===== src/rtl/bitser_pkg.sv =====
package bitser_pkg;
  typedef enum logic [1:0] {
    ACT_HOLD  = 2'd0,
    ACT_LOAD  = 2'd1,
    ACT_SHIFT = 2'd2
  } act_e;
endpackage


===== src/rtl/bitser_fa.sv =====
module bitser_fa (
  input  logic x,
  input  logic y,
  input  logic cin,
  output logic sum,
  output logic cout
);
  always_comb begin
    sum  = x ^ y ^ cin;
    cout = (x & y) | (x & cin) | (y & cin);
  end
endmodule


===== src/rtl/bitser_carry.sv =====
module bitser_carry (
  input  logic clk,
  input  logic rst,
  input  logic clr,
  input  logic upd,
  input  logic d,
  output logic q
);
  always_ff @(posedge clk) begin
    if (rst || clr) q <= 1'b0;
    else if (upd)   q <= d;
  end
endmodule


===== src/rtl/bitser_shreg.sv =====
module bitser_shreg
  import bitser_pkg::*;
#(
  parameter int W = 8
) (
  input  logic         clk,
  input  logic         rst,
  input  act_e         act,
  input  logic [W-1:0] par_in,
  input  logic         ser_bit,
  output logic [W-1:0] q
);
  always_ff @(posedge clk) begin
    if (rst) begin
      q <= '0;
    end else begin
      case (act)
        ACT_LOAD:  q <= par_in;
        ACT_SHIFT: q <= {ser_bit, q[W-1:1]};
        default:   q <= q;
      endcase
    end
  end
endmodule


===== src/rtl/bitser_ctrl.sv =====
module bitser_ctrl
  import bitser_pkg::*;
#(
  parameter int W = 8
) (
  input  logic clk,
  input  logic rst,
  input  logic load,
  input  logic shift_en,
  output act_e act,
  output logic done
);
  localparam int CW = $clog2(W + 1);
  localparam logic [CW-1:0] LAST = CW'(W - 1);

  logic [CW-1:0] cnt;

  always_comb begin
    if (load)                  act = ACT_LOAD;
    else if (shift_en && !done) act = ACT_SHIFT;
    else                       act = ACT_HOLD;
  end

  always_ff @(posedge clk) begin
    if (rst) begin
      cnt  <= '0;
      done <= 1'b0;
    end else if (act == ACT_LOAD) begin
      cnt  <= '0;
      done <= 1'b0;
    end else if (act == ACT_SHIFT) begin
      cnt <= cnt + 1'b1;
      if (cnt == LAST) done <= 1'b1;
    end
  end
endmodule


===== src/rtl/bitser_adder.sv =====
module bitser_adder
  import bitser_pkg::*;
#(
  parameter int W = 8
) (
  input  logic         clk,
  input  logic         rst,
  input  logic         load,
  input  logic [W-1:0] a_in,
  input  logic [W-1:0] b_in,
  input  logic         shift_en,
  input  logic         carry_clr,
  input  logic         ser_in,
  output logic [W-1:0] a_out,
  output logic [W-1:0] b_out,
  output logic         carry_q,
  output logic         done
);
  act_e act;
  logic fa_sum;
  logic fa_cout;

  bitser_ctrl #(.W(W)) u_ctrl (
    .clk      (clk),
    .rst      (rst),
    .load     (load),
    .shift_en (shift_en),
    .act      (act),
    .done     (done)
  );

  bitser_fa u_fa (
    .x    (a_out[0]),
    .y    (b_out[0]),
    .cin  (carry_q),
    .sum  (fa_sum),
    .cout (fa_cout)
  );

  bitser_carry u_carry (
    .clk (clk),
    .rst (rst),
    .clr (carry_clr),
    .upd (act == ACT_SHIFT),
    .d   (fa_cout),
    .q   (carry_q)
  );

  bitser_shreg #(.W(W)) u_acc (
    .clk     (clk),
    .rst     (rst),
    .act     (act),
    .par_in  (a_in),
    .ser_bit (fa_sum),
    .q       (a_out)
  );

  bitser_shreg #(.W(W)) u_opb (
    .clk     (clk),
    .rst     (rst),
    .act     (act),
    .par_in  (b_in),
    .ser_bit (ser_in),
    .q       (b_out)
  );
endmodule


===== config.mk =====
export PLATFORM = sky130hd
export DESIGN_NAME = bitser_adder
export DESIGN_NICKNAME = d
export VERILOG_FILES = /design/src/rtl/bitser_pkg.sv /design/src/rtl/bitser_fa.sv /design/src/rtl/bitser_carry.sv /design/src/rtl/bitser_shreg.sv /design/src/rtl/bitser_ctrl.sv /design/src/rtl/bitser_adder.sv
export SDC_FILE = /design/constraint.sdc
export NUM_CORES = 1
export LEC_CHECK = 0
export ABC_AREA = 1
export CAP_MARGIN = 0
export CORE_MARGIN = 3
export CORE_UTILIZATION = 35
export CTS_CLUSTER_DIAMETER = 60
export CTS_CLUSTER_SIZE = 28
export DETAILED_ROUTE_END_ITERATION = 8
export PLACE_DENSITY = 0.6
export REMOVE_ABC_BUFFERS = 1
export SYNTH_ARGS = -nofsm -noshare
export SYNTH_HDL_FRONTEND = slang
export SYNTH_SLANG_ARGS = --single-unit
export TNS_END_PERCENT = 20

===== constraint.sdc =====
create_clock -name clk -period 2.4 [get_ports clk]
set_input_delay 0.24 -clock clk [delete_from_list [all_inputs] [get_ports clk]]
set_output_delay 0.24 -clock clk [all_outputs]
set_load 0.05 [all_outputs]

Word-level counts from Yosys, hierarchy flattened --
Cells that the tools add are included.
Word-level totals: register bits after elaboration 22, bits of input ports 22, output and inout bits 18, word-level logic and storage cells 26
Operators by class: add/sub/neg operators 1, eq/ne operators 3, mux-type cells 4, bitwise logic cells 7, reductions and logical operators 6
Operator list (count):
- $pmux W8 S2 | 2
- $add A4 B1 Y4 const B | 1
- $eq A4 B3 Y1 const B | 1
- $mux W2 | 2
- $and A1 B1 Y1 | 3
- $eq A2 B1 Y1 const B | 1
- $eq A2 B2 Y1 const B | 1
- $or A1 B1 Y1 | 2
- $reduce_and A2 Y1 | 1
- $reduce_bool A2 Y1 | 1
- $reduce_or A2 Y1 | 1
- $xor A1 B1 Y1 | 2
- $logic_and A1 B1 Y1 | 1
- $logic_not A1 Y1 | 1
- $logic_or A1 B1 Y1 | 1

Depth between registers and ports, before layout --
depth in word-level cells 6, gate-level depth with buffers 7, depth with buffers taken out 6

By module --
A second synthesis with hierarchy kept.
Second synthesis, totals: cell total of the unflattened synthesis 189, area total of the unflattened synthesis 1229.9 um^2
Modules (own cells, without submodules):
- bitser_shreg | instances 2, cells an instance 71, area an instance 446.7 um^2, seq. area each 160.2 um^2
- bitser_ctrl | instances 1, cells an instance 37, area an instance 261.5 um^2, seq. area each 100.1 um^2
- bitser_carry | instances 1, cells an instance 7, area an instance 45.0 um^2, seq. area each 20.0 um^2
- bitser_fa | instances 1, cells an instance 1, area an instance 20.0 um^2, seq. area each 0.0 um^2
- bitser_adder | instances 1, cells an instance 2, area an instance 10.0 um^2, seq. area each 0.0 um^2

Least setup slack after synthesis --
OpenSTA, ideal clock, no wires.
kind reg2reg, from reg u_carry.q, to reg u_acc.q[7], library setup time 0.109 ns, arrival 1.368 ns, data required time 2.291 ns, path slack 0.922 ns, cell stages (with the launch flop) 6, path buffers 0, period minus slack after synthesis 1.478 ns, path through dfxtp_1 fa_1 nand4_1 nand3_1 nand2_1 inv_1
Between the ends: cells in the longest elaborated chain, start to end 2
RTL lines:
- from (decl) | RTL line bitser_carry.sv:7 | output logic q
- from (signal assigned) | RTL line bitser_carry.sv:10 | if (rst || clr) q <= 1'b0;
- from (signal assigned) | RTL line bitser_carry.sv:11 | else if (upd) q <= d;
- $xor A1 B1 Y1 | RTL line bitser_fa.sv:9 | sum = x ^ y ^ cin;
- $pmux W8 S2 | RTL line bitser_shreg.sv:17 | case (act)
- to (signal assigned) | RTL line bitser_shreg.sv:18 | ACT_LOAD: q <= par_in;
- to (signal assigned) | RTL line bitser_shreg.sv:19 | ACT_SHIFT: q <= {ser_bit, q[W-1:1]};
- to (signal assigned) | RTL line bitser_shreg.sv:20 | default: q <= q;
- to (decl) | RTL line bitser_shreg.sv:11 | output logic [W-1:0] q
No other way between the ends. A chain may end at the register's enable or synchronous reset.

Final worst setup path --
from reg u_ctrl.done, to out done
RTL lines:
- from (decl) | RTL line bitser_ctrl.sv:11 | output logic done
- from (signal assigned) | RTL line bitser_ctrl.sv:27 | done <= 1'b0;
- from (signal assigned) | RTL line bitser_ctrl.sv:30 | done <= 1'b0;
- from (signal assigned) | RTL line bitser_ctrl.sv:33 | if (cnt == LAST) done <= 1'b1;
- to (decl) | RTL line bitser_adder.sv:17 | output logic done
No word-level cell between the ends.

==> impl_results.md <==
- Vias in the first global route: 1187
- Unrepaired setup endpoints after global routing: no
- Measured slew at the worst slew-check pin: 0.544 ns
- Avg Cell Area, Syn: 7.74 sq um
- Fmax: 547 MHz
- Wire length of the first global-routing pass: 5.35 mm
- Cell-by-cell trace of the critical path: clkdlybuf4s50_1
- Result of the run: finished clean
- Endpoint of the most critical setup path: done
- Gpl congestion: 0.815
- Post-synth EDFFs: 0
- Total detailed-routing wirelength: 3.15 mm
- Root cell of the clock tree: sky130_fd_sc_hd__clkbuf_4
- Class of the most critical setup path: flip-flop to output pin
- Source of the worst register-to-register timing path: u_opb.q[0]
- Area enclosed by the die boundary: 0.00438 sq mm
- Post-CTS Resized: 0
- Top-area cell type share of the netlist area: between 30% and 40%
- Final Skew: ~0.0042 ns
- Cell class contributing the biggest share of worst-path delay: buffers and inverters
- Antenna diode count: 0
- Largest incremental delay on the critical path: 0.83 ns
- Synthesized flop and latch total: 22
- Endpoint kind of the worst setup timing path: output pin
- Post-DP HPWL: 2.28 mm
- Vertical die dimension: 66.2 um
- Post-synthesis cell count: 164
- Commonest cells in the netlist: 39 x sky130_fd_sc_hd__nand2_1, 22 x sky130_fd_sc_hd__dfxtp_1, 21 x sky130_fd_sc_hd__nand3_1
- Max-capacitance violation count: 0
- Length in cells of the worst reg-to-reg path: 5
- Post-synth ARST share: 0%
- YS warnings: 0
- Reg2Reg Setup Slack: between 1 and 1.5 ns
- Inserted Clock Buffers: 3
- Pin count of the biggest net entering global routing: 34
- Antenna violations before repair: 0
- DRC errors left: 0
- Via/cell ratio: slightly below 5
- Unique masters post-synth: 21
- IR Drop Worst-Case VDD: 291 uV
- Sequential element share of the synthesized area: 34.7%
- H-tree depth: 1
- Count of buffering cells on the critical path with inverters included: 1
- Worst Setup Start Kind: flip-flop
- Worst-case clock buffer depth: 2
- Number of max-slew violations in the final report: 0
- Total power density per cell area: about 540 mW/mm^2
- Average wire per standard cell: 13.0 um
- Via count of the routed design: 1190
- Crit. Startpoint: u_ctrl.done
- Fin crit period: around 1.8 ns
- Nets@finish: between 200 and 250
- Number of clock sinks seen by CTS: 22
- Worst Path Arrival: 1.59 ns
- Post CTS Setup Buffer Count: 0
- Relative slew margins: 63.7%
- Layout filler cell count: 343
- Core Area: 0.00342 sq mm
- Residual antenna-violating net count after detailed routing: 0
- Reg-to-Reg End: u_acc.q[7]
- Dominant synthesized flop cell: sky130_fd_sc_hd__dfxtp_1
- TritonCTS clock tree: done
- Biggest area consumer among synthesized cells: sky130_fd_sc_hd__dfxtp_1
- Area growth from synthesis to layout: 31.5%
- Initial drt markers: 53
- DIE WIDTH: 66.2 um
- Total of endpoints with negative setup slack in the final report: 0
- Crit path max-delay cell type: sky130_fd_sc_hd__clkdlybuf4s50_1
- Total global-route track usage: 15.6%
- Ratio of cells with drive above 1 in the final layout: 12.7%
- Top-Level Pins: 40
- Top cells by area, synth: sky130_fd_sc_hd__dfxtp_1 35%, sky130_fd_sc_hd__nand2_1 12%, sky130_fd_sc_hd__nand3_2 11%
- Part of the cycle the worst path needs: between 70 and 80%
- Post-synthesis instance area: roughly 0.0013 sq mm
- Min-Delay Path Class: flip-flop to flip-flop
- Initial standard-cell utilization of the core: 37.1%
- Setup_tns: 0 ns
- Router iterations before antenna repair: 4
- Post-CTS Hold Buffers: 0
- Register clock-pin slew on the reported worst setup and hold paths: 0.13 ns
- Port bufs: 39
- Insertion delay of the later-clocked pin in the worst-skew pair: 0.31 ns
- Required arrival time at the worst endpoint: between 2 and 2.5 ns
- CP Max Fanout: 3
- Hold_ws: 0.508 ns
- Most numerous cell in the Yosys netlist: sky130_fd_sc_hd__nand2_1
- Final number of hold-violating endpoints: 0
- Leakage component of the power: 0.000758 uW
- Congestion Overflow GR: 0
- Row count: 21
- Critical path depth: 1
-- how the worst min path moves through the flow --
stage / endpoint / slack (ns) / from / depth (start not counted)
2_1_floorplan: u_carry.q / 0.39 / carry_clr / 2
3_3_place_gp: u_ctrl.cnt[1] / 0.48 / u_ctrl.cnt[1] / 2
3_5_place_dp: u_ctrl.cnt[0] / 0.49 / u_ctrl.cnt[0] / 2
4_1_cts: u_carry.q / 0.51 / carry_clr / 3
5_1_grt: u_carry.q / 0.51 / carry_clr / 3
6_report: u_ctrl.cnt[1] / 0.51 / u_ctrl.cnt[1] / 2
-- through the flow --
| stage | instance area (sq um) | util [%] | power (uW) | setup WS [ns] | instances |
|---|---|---|---|---|---|
| 4_1_cts | 1670 | 48.8 | 906 | 0.549 | 243 |
| 5_1_grt | 1670 | 48.8 | 941 | 0.510 | 243 |
| 2_1_floorplan | 1150 | - | 519 | 0.886 | 152 |
| 3_3_place_gp | 1620 | 47.3 | 612 | 0.710 | 239 |
| 6_report | 1670 | 48.8 | 898 | 0.571 | 243 |
| 3_5_place_dp | 1620 | 47.3 | 615 | 0.618 | 239 |
-- metal layers --
metal  track usage, %  part of all wire, %  vias to the layer above
li1                 -                    -                      610
met1             19.9                   45                      539
met2             25.5                   47                       39
met3             4.76                  6.8                        2
met5                0                    0                        -
met4             3.55                 0.60                        0
-- state kept, by name (all words and copies together) (netlist names) --
signal and count:
u_acc.q 8, u_ctrl.done 1, u_ctrl.cnt 4, u_carry.q 1, u_opb.q 8
-- power by group --
| part | switching, uW | internal, uW |
|---|---|---|
| registers | 15.5 | 382 |
| clock network | 122 | 169 |
| logic | 125 | 84.2 |
| total | 262 | 635 |
-- logic make-up after synthesis --
kind of cell / share of synthesized area (%)
AO/OA/AOI/OAI: 2.37
AND/OR/NAND/NOR: 44.4
flip-flops: 34.7
buffers and inverters: 16.0
adder cells (fa/ha/maj): 2.56
-- layout make-up --
type                    instances  area [sq um]  share of cell area (%)
clock buffers                   3          22.5                    1.35
repair buffers                 41           405                    24.3
clock inverters                 1          30.0                    1.80
inverters                      21          86.3                    5.18
multi-input cells             109           626                    37.5
well taps                      46          57.6                    3.45
flip-flops and latches         22           440                    26.4
-- placed cells by master, fill, tap and decap left out --
master                            Yosys  routed
sky130_fd_sc_hd__inv_6                1       1
sky130_fd_sc_hd__nand4_1             16      16
sky130_fd_sc_hd__nor2_1               7       7
sky130_fd_sc_hd__o21ai_1              1       1
sky130_fd_sc_hd__buf_4                4       2
sky130_fd_sc_hd__inv_4                1       1
sky130_fd_sc_hd__ha_1                 1       1
sky130_fd_sc_hd__nand2_1             39      39
sky130_fd_sc_hd__a21oi_1              5       5
sky130_fd_sc_hd__nand3b_1             1       1
sky130_fd_sc_hd__or2_2                1       1
sky130_fd_sc_hd__inv_1               19      19
sky130_fd_sc_hd__nand3_1             21      21
sky130_fd_sc_hd__fa_1                 1       1
sky130_fd_sc_hd__clkbuf_4             0       3
sky130_fd_sc_hd__dfxtp_1             22      22
sky130_fd_sc_hd__bufinv_16            0       1
sky130_fd_sc_hd__nand3_2             14      14
sky130_fd_sc_hd__nand2_8              1       1
sky130_fd_sc_hd__clkdlybuf4s50_1      0      39
sky130_fd_sc_hd__nor2_4               1       1
Note: power is estimated with default switching activity, not from simulation.
